### src/rtl/map_port_pkg.sv
package map_port_pkg;

    localparam int OFF_W = 4;
    localparam logic [2:0] FC_MAPSPACE = 3'd3;

    localparam logic [OFF_W-1:0] OFS_PAGE  = 4'h0;
    localparam logic [OFF_W-1:0] OFS_SEG   = 4'h5;
    localparam logic [OFF_W-1:0] OFS_SCTX  = 4'h6;
    localparam logic [OFF_W-1:0] OFS_UCTX  = 4'h7;
    localparam logic [OFF_W-1:0] OFS_IDST  = 4'h8;
    localparam logic [OFF_W-1:0] OFS_LAMP  = 4'hB;
    localparam logic [OFF_W-1:0] OFS_FAULT = 4'hD;
    localparam logic [OFF_W-1:0] OFS_ENAB  = 4'hF;

    typedef enum logic [3:0] {
        T_NONE, T_PAGE, T_SEG, T_SCTX, T_UCTX, T_IDST, T_LAMP, T_FAULT, T_ENAB
    } target_e;

    typedef enum logic [1:0] {
        ASEL_PAGE = 2'd0,
        ASEL_SEG  = 2'd1,
        ASEL_ID   = 2'd2
    } arr_sel_e;

    typedef struct packed {
        logic    map_hit;
        logic    priv_ok;
        logic    write;
        target_e tgt;
    } acc_t;

    function automatic target_e decode_offset(input logic [OFF_W-1:0] off,
                                              input logic resv_clear);
        target_e t;
        t = T_NONE;
        if (resv_clear) begin
            case (off)
                OFS_PAGE:  t = T_PAGE;
                OFS_SEG:   t = T_SEG;
                OFS_SCTX:  t = T_SCTX;
                OFS_UCTX:  t = T_UCTX;
                OFS_IDST:  t = T_IDST;
                OFS_LAMP:  t = T_LAMP;
                OFS_FAULT: t = T_FAULT;
                OFS_ENAB:  t = T_ENAB;
                default:   t = T_NONE;
            endcase
        end
        return t;
    endfunction

    function automatic logic tgt_is_array(input target_e t);
        return (t == T_PAGE) || (t == T_SEG) || (t == T_IDST);
    endfunction

    function automatic arr_sel_e arr_sel_of(input target_e t);
        arr_sel_e s;
        case (t)
            T_SEG:   s = ASEL_SEG;
            T_IDST:  s = ASEL_ID;
            default: s = ASEL_PAGE;
        endcase
        return s;
    endfunction

endpackage

### src/rtl/map_decode.sv
module map_decode
    import map_port_pkg::*;
#(
    parameter int PG_SHIFT = 11
) (
    input  logic                req_valid,
    input  logic [2:0]          req_fc,
    input  logic                req_super,
    input  logic                req_write,
    input  logic [PG_SHIFT-1:0] page_off,
    output acc_t                acc
);
    logic resv_clear;

    always_comb begin
        resv_clear  = (page_off[PG_SHIFT-1:OFF_W] == '0);
        acc.map_hit = req_valid && (req_fc == FC_MAPSPACE);
        acc.priv_ok = acc.map_hit && req_super;
        acc.write   = req_write;
        acc.tgt     = acc.priv_ok ? decode_offset(page_off[OFF_W-1:0], resv_clear)
                                  : T_NONE;
    end

endmodule

### src/rtl/map_ctx_regs.sv
module map_ctx_regs #(
    parameter int CTX_W = 3,
    parameter int N_CTX = 2
) (
    input  logic                        clk,
    input  logic                        rst,
    input  logic [N_CTX-1:0]            we,
    input  logic [CTX_W-1:0]            wdata,
    output logic [N_CTX-1:0][CTX_W-1:0] ctx_q
);
    for (genvar i = 0; i < N_CTX; i++) begin : g_ctx
        always_ff @(posedge clk) begin
            if (rst)
                ctx_q[i] <= '0;
            else if (we[i])
                ctx_q[i] <= wdata;
        end

        p_ctx_hold_r5: assert property (@(posedge clk) disable iff (rst)
            !we[i] |=> $stable(ctx_q[i]));
        p_ctx_load_r5: assert property (@(posedge clk) disable iff (rst)
            we[i] |=> (ctx_q[i] == $past(wdata)));
    end

endmodule

### src/rtl/map_sys_regs.sv
module map_sys_regs #(
    parameter int REG_W = 8
) (
    input  logic             clk,
    input  logic             rst,
    input  logic             we_lamp,
    input  logic             we_enab,
    input  logic             rd_fault,
    input  logic [REG_W-1:0] wdata,
    input  logic             fault_valid,
    input  logic [REG_W-1:0] fault_cause,
    output logic [REG_W-1:0] lamp_q,
    output logic [REG_W-1:0] enab_q,
    output logic [REG_W-1:0] fault_q
);
    always_ff @(posedge clk) begin
        if (rst) begin
            lamp_q <= '1;
            enab_q <= '0;
        end else begin
            if (we_lamp) lamp_q <= wdata;
            if (we_enab) enab_q <= wdata;
        end
    end

    always_ff @(posedge clk) begin
        if (rst)
            fault_q <= '0;
        else if (fault_valid)
            fault_q <= fault_cause;
        else if (rd_fault)
            fault_q <= '0;
    end

    p_lamp_hold_r7: assert property (@(posedge clk) disable iff (rst)
        !we_lamp |=> $stable(lamp_q));
    p_enab_hold_r8: assert property (@(posedge clk) disable iff (rst)
        !we_enab |=> $stable(enab_q));
    p_fault_capture_r9: assert property (@(posedge clk) disable iff (rst)
        fault_valid |=> (fault_q == $past(fault_cause)));
    p_fault_clear_r9: assert property (@(posedge clk) disable iff (rst)
        (rd_fault && !fault_valid) |=> (fault_q == '0));

endmodule

### src/rtl/map_space_port.sv
module map_space_port
    import map_port_pkg::*;
#(
    parameter int ADDR_W   = 24,
    parameter int DATA_W   = 32,
    parameter int PG_SHIFT = 11,
    parameter int CTX_W    = 3,
    parameter int SEG_W    = 8,
    parameter int ID_W     = 8,
    parameter int REG_W    = 8,
    localparam int VPAGE_W = ADDR_W - PG_SHIFT
) (
    input  logic               clk,
    input  logic               rst,
    input  logic               req_valid,
    input  logic [2:0]         req_fc,
    input  logic               req_super,
    input  logic               req_write,
    input  logic [ADDR_W-1:0]  req_addr,
    input  logic [DATA_W-1:0]  req_wdata,
    output logic               rsp_valid,
    output logic               rsp_err,
    output logic [DATA_W-1:0]  rsp_rdata,
    output logic               arr_req,
    output logic               arr_we,
    output logic [1:0]         arr_sel,
    output logic [CTX_W-1:0]   arr_ctx,
    output logic [VPAGE_W-1:0] arr_vpage,
    output logic [DATA_W-1:0]  arr_wdata,
    input  logic [DATA_W-1:0]  arr_rdata,
    input  logic               fault_valid,
    input  logic [REG_W-1:0]   fault_cause,
    output logic [CTX_W-1:0]   sup_ctx,
    output logic [CTX_W-1:0]   usr_ctx,
    output logic [REG_W-1:0]   lamp_n,
    output logic [REG_W-1:0]   sys_enable
);
    localparam int CTX_SUP = 0;
    localparam int CTX_USR = 1;

    acc_t                   acc;
    logic [1:0][CTX_W-1:0]  ctx_q;
    logic [1:0]             ctx_we;
    logic                   do_write;
    logic                   rd_fault;
    logic [REG_W-1:0]       lamp_q, enab_q, fault_q;
    logic [DATA_W-1:0]      rd_mux;

    map_decode #(.PG_SHIFT(PG_SHIFT)) u_dec (
        .req_valid (req_valid),
        .req_fc    (req_fc),
        .req_super (req_super),
        .req_write (req_write),
        .page_off  (req_addr[PG_SHIFT-1:0]),
        .acc       (acc)
    );

    assign do_write       = acc.priv_ok && acc.write;
    assign ctx_we[CTX_SUP] = do_write && (acc.tgt == T_SCTX);
    assign ctx_we[CTX_USR] = do_write && (acc.tgt == T_UCTX);
    assign rd_fault        = acc.priv_ok && !acc.write && (acc.tgt == T_FAULT);

    map_ctx_regs #(.CTX_W(CTX_W), .N_CTX(2)) u_ctx (
        .clk   (clk),
        .rst   (rst),
        .we    (ctx_we),
        .wdata (req_wdata[CTX_W-1:0]),
        .ctx_q (ctx_q)
    );

    map_sys_regs #(.REG_W(REG_W)) u_sys (
        .clk         (clk),
        .rst         (rst),
        .we_lamp     (do_write && (acc.tgt == T_LAMP)),
        .we_enab     (do_write && (acc.tgt == T_ENAB)),
        .rd_fault    (rd_fault),
        .wdata       (req_wdata[REG_W-1:0]),
        .fault_valid (fault_valid),
        .fault_cause (fault_cause),
        .lamp_q      (lamp_q),
        .enab_q      (enab_q),
        .fault_q     (fault_q)
    );

    assign sup_ctx    = ctx_q[CTX_SUP];
    assign usr_ctx    = ctx_q[CTX_USR];
    assign lamp_n     = lamp_q;
    assign sys_enable = enab_q;

    // Entry port toward the translation arrays; lookup always via user context.
    always_comb begin
        arr_req   = tgt_is_array(acc.tgt);
        arr_we    = arr_req && acc.write && (acc.tgt != T_IDST);
        arr_sel   = arr_sel_of(acc.tgt);
        arr_ctx   = ctx_q[CTX_USR];
        arr_vpage = req_addr[ADDR_W-1:PG_SHIFT];
        arr_wdata = req_wdata;
    end

    always_comb begin
        rd_mux = '0;
        if (!acc.write) begin
            case (acc.tgt)
                T_PAGE:  rd_mux = arr_rdata;
                T_SEG:   rd_mux = DATA_W'(arr_rdata[SEG_W-1:0]);
                T_IDST:  rd_mux = DATA_W'(arr_rdata[ID_W-1:0]);
                T_SCTX:  rd_mux = DATA_W'(ctx_q[CTX_SUP]);
                T_UCTX:  rd_mux = DATA_W'(ctx_q[CTX_USR]);
                T_LAMP:  rd_mux = DATA_W'(lamp_q);
                T_FAULT: rd_mux = DATA_W'(fault_q);
                T_ENAB:  rd_mux = DATA_W'(enab_q);
                default: rd_mux = '0;
            endcase
        end
    end

    always_ff @(posedge clk) begin
        if (rst) begin
            rsp_valid <= 1'b0;
            rsp_err   <= 1'b0;
            rsp_rdata <= '0;
        end else begin
            rsp_valid <= acc.map_hit;
            rsp_err   <= acc.map_hit && !acc.priv_ok;
            rsp_rdata <= rd_mux;
        end
    end

    p_rsp_follows_r11: assert property (@(posedge clk) disable iff (rst)
        (req_valid && req_fc == FC_MAPSPACE) |=> rsp_valid);
    p_no_rsp_r1: assert property (@(posedge clk) disable iff (rst)
        !(req_valid && req_fc == FC_MAPSPACE) |=> !rsp_valid);
    p_user_err_r2: assert property (@(posedge clk) disable iff (rst)
        (req_valid && req_fc == FC_MAPSPACE && !req_super) |=> (rsp_err && rsp_rdata == '0));
    p_user_noarr_r2: assert property (@(posedge clk) disable iff (rst)
        (req_valid && !req_super) |-> !arr_req);
    p_unlisted_r10: assert property (@(posedge clk) disable iff (rst)
        (acc.priv_ok && acc.tgt == T_NONE) |=> (rsp_rdata == '0 && !rsp_err));
    p_id_nowrite_r6: assert property (@(posedge clk) disable iff (rst)
        (arr_req && arr_sel == 2'd2) |-> !arr_we);

endmodule

### config.mk
export PLATFORM = sky130hd
export DESIGN_NAME = map_space_port
export DESIGN_NICKNAME = d
export VERILOG_FILES = /design/src/rtl/map_port_pkg.sv /design/src/rtl/map_decode.sv /design/src/rtl/map_ctx_regs.sv /design/src/rtl/map_sys_regs.sv /design/src/rtl/map_space_port.sv
export SDC_FILE = /design/constraint.sdc
export NUM_CORES = 1
export LEC_CHECK = 0
export BUFFER_PORTS_ARGS = -buffer_cell sky130_fd_sc_hd__buf_2
export CAP_MARGIN = 20
export CELL_PAD_IN_SITES_DETAIL_PLACEMENT = 1
export CELL_PAD_IN_SITES_GLOBAL_PLACEMENT = 1
export CORE_MARGIN = 4
export CORE_UTILIZATION = 29
export CTS_CLUSTER_SIZE = 30
export DETAILED_ROUTE_END_ITERATION = 6
export GPL_ROUTABILITY_DRIVEN = 0
export PLACE_DENSITY = 0.81
export SLEW_MARGIN = 20
export SYNTH_ARGS = -nofsm -noshare
export SYNTH_HDL_FRONTEND = slang
export SYNTH_SLANG_ARGS = --single-unit
### constraint.sdc
create_clock -name clk -period 2.7 [get_ports clk]
set_clock_uncertainty 0.1 [all_clocks]
set_input_delay 0.135 -clock clk [delete_from_list [all_inputs] [get_ports clk]]
set_output_delay 0.135 -clock clk [all_outputs]
set_load 0.01 [all_outputs]
==> impl_metrics.json <==
{
  "status": "completed",
  "syn-num-nets": 421,
  "start_util_pct": 29.9,
  "clkTransAtPathRegs_ns": 0.07,
  "area_growth_pct": 37.3,
  "fill_cells": 1213,
  "die_h_um": 111,
  "diodes": 0,
  "hold_path_class": "input port to register",
  "grt_pass1_vias": 3187,
  "vias_per_cell": 4.72,
  "nets": 567,
  "cts_resized": 0,
  "synthDistinctLibCells": 43,
  "synth.mux.area_fraction_pct": 4.83,
  "pwr_density_cell_nw_per_um2": 447,
  "dieArea_um2": 12400,
  "clock_latency_ns": 0.35,
  "end_kind": "output pin",
  "setup_viol": 0,
  "grt_pass1_wl_um": 17000,
  "cp.required_ns": 2.47,
  "timing.rr.end": "rsp_rdata[1]",
  "ys_ff_latch": 64,
  "htreeDepth": 3,
  "tns_ns": 0,
  "finalCritPeriodShare_pct": 89.2,
  "grt_max_degree": 29,
  "core_area_um2": 10400,
  "cts.sinks": 64,
  "slew_headroom_pct": 50.8,
  "num_io_pins": 213,
  "gr-usage-all-layers_pct": 17.2,
  "drc": 0,
  "hold_end": "rsp_rdata[1]",
  "firstDrtPassIters": 4,
  "worstSetupPathType": "input port to output pin",
  "syn_inst": 312,
  "synth-async-reset-ratio_pct": 0,
  "start_kind": "input port",
  "netlist_area_um2": 3110,
  "antenna_found_initial": 0,
  "tightest_slew_ns": 0.734,
  "wl_um": 10700,
  "final_antenna_net_count": 0,
  "hp-start": "arr_rdata[1]",
  "synth_fa_ha_area_share_pct": 1.61,
  "wl_per_cell_um": 17.8,
  "die_w_um": 111,
  "syn_area_per_cell_um2": 9.95,
  "vias": 2829,
  "seq_area_frac_synth_pct": 41.3,
  "clockBufferDepth": 2,
  "synthSimpleGateAreaFrac_pct": 22.5,
  "drv_cap": 0,
  "rows": 37,
  "numPortBuffers": 138,
  "post_cts_buffers": 0,
  "drt_iter0_markers": 108,
  "ys.flop_type": "dfxtp_1",
  "maxSlewViolCount": 0,
  "yosysWarnings": 0,
  "ir_worst_vdd_mv": 0.238,
  "p_leak_uw": 0.00188,
  "cts_buffers": 9,
  "crit_fanout": 12,
  "arrival_ns": 2.17,
  "dp_hpwl_um": 7750,
  "hold_depth": 3,
  "r2r_slack_ns": 1.57,
  "synth_top_family_by_area": "simple AND/OR/NAND/NOR gates",
  "grt_overflow": 0,
  "layout-drive-gt1-share_pct": 37.6,
  "r2r_cells": 3,
  "hold_viol": 0,
  "synth_edf_count": 0,
  "power_uw": 1910,
  "cts-root-buf": "clkbuf_8",
  "fmax_mhz": 415,
  "cts_hold_buffers": 49,
  "rsz0062_at_grt": "no",
  "synth_compound_area_share_pct": 15.8,
  "synth-xor-area-share_pct": 0,
  "tritoncts": "built",
  "crit-reg2reg-launch": "u_sys.lamp_q[1]",
  "finalCriticalPeriod_ns": 2.41
}
## area by class of cell
type | instances | area (µm²) | share of cell area [%]
Clock buffer | 9 | 124 | 2.90
Tap cell | 136 | 170 | 3.99
Clock inverter | 7 | 47.5 | 1.11
Sequential cell | 64 | 1280 | 30.0
Multi-Input combinational cell | 183 | 1390 | 32.6
Timing Repair Buffer | 193 | 1230 | 28.7
Inverter | 7 | 26.3 | 0.616
## registers in the layout, indices dropped and copies added, names as in the netlist
register	flops
u_ctx.ctx_q	6
u_sys.enab_q	8
rsp_valid	1
rsp_err	1
u_sys.lamp_q	8
rsp_rdata	32
u_sys.fault_q	8
## synth_stat cells (2+ instances only)
cell type  number  share of area, %
a32oi_1         6               1.7
nor3_1          3              0.48
nor4_4          3               2.1
nor2b_1        13               2.6
nor2_1         21               2.5
a211o_1         9               2.5
nand2_1        13               1.6
nand3_1         3              0.48
and4b_1         2              0.64
mux2i_1        15               4.8
nand4b_1        3              0.85
a41oi_1         2              0.56
buf_4          50                12
nor3b_1         5               1.2
a22o_1          7               2.0
a21boi_0        3              0.73
o21ai_0        12               1.9
and2_1         29               5.8
a31oi_1         6               1.2
inv_1           7              0.85
a21o_1          2              0.48
a22oi_1         3              0.73
clkbuf_1        6              0.73
dfxtp_1        64                41
o2bb2ai_1       3              0.85
ha_1            4               1.6
buf_2           2              0.32
## through the flow
step           hold WS [ns]  setup slack [ns]  util (%)  std cells  instance area [µm²]
2_1_floorplan         0.114             0.515         -        312                 3110
3_3_place_gp          0.170             0.371      34.7        534                 3600
3_5_place_dp          0.170             0.270      34.7        534                 3600
4_1_cts             0.00332             0.270      41.1        599                 4270
5_1_grt              0.0160             0.102      41.1        599                 4270
6_report             0.0166             0.292      41.1        599                 4270
## critical path, cell delays in order
cell and delay, ns:
dlygate4sd3_1 0.53, buf_2 0.17, nand4_4 0.28, a211oi_1 0.69
and2_1 0.22, buf_2 0.14
## cells by family (layout without fill, tap and decap cells)
family | Yosys count | count (layout)
compound gates | 60 | 60
fa+ha+maj | 4 | 4
buf+inv | 65 | 216
flops | 64 | 64
mux | 15 | 15
simple gates | 104 | 104
## how the worst max path moves through the flow
stage	startpoint	end	slack [ns]
floorplan	req_addr[0]	u_sys.lamp_q[5]	0.52
global placement	req_addr[0]	u_sys.fault_q[3]	0.37
detailed placement	req_addr[0]	u_sys.lamp_q[2]	0.27
CTS	req_super	arr_we	0.27
global route	req_super	arr_we	0.10
finish	req_super	arr_we	0.29
## where the power goes
part           internal, µW  switching [µW]  leakage [µW]  total (µW)
sequential              951            3.98      0.000517         955
combinational           115             106       0.00128         221
clock                   332             400     0.0000854         732
## routing by layer
| metal | GRT usage (%) | wire length (µm) |
|---|---|---|
| met2 | 29.9 | 5270 |
| met1 | 19.2 | 4270 |
| met5 | 0 | 0 |
| met3 | 5.76 | 803 |
| met4 | 7.46 | 314 |
## layout by cell type, fill, tap and decap left out, types with 3 or more instances in the layout
cell type,n
nor2b_1,13
buf_4,6
nor3b_1,5
a21boi_0,3
nor4_4,3
a22o_1,7
dlygate4sd3_1,49
o2bb2ai_1,3
dfxtp_1,64
clkbuf_8,9
nor2_1,21
a31oi_1,6
a22oi_1,3
a211o_1,9
inv_1,7
nand3_1,3
a32oi_1,6
o21ai_0,12
nand2_1,13
nand4b_1,3
and2_1,29
buf_2,138
nor3_1,3
mux2i_1,15
clkinv_2,3
ha_1,4
(Power assumes the default switching activity.)
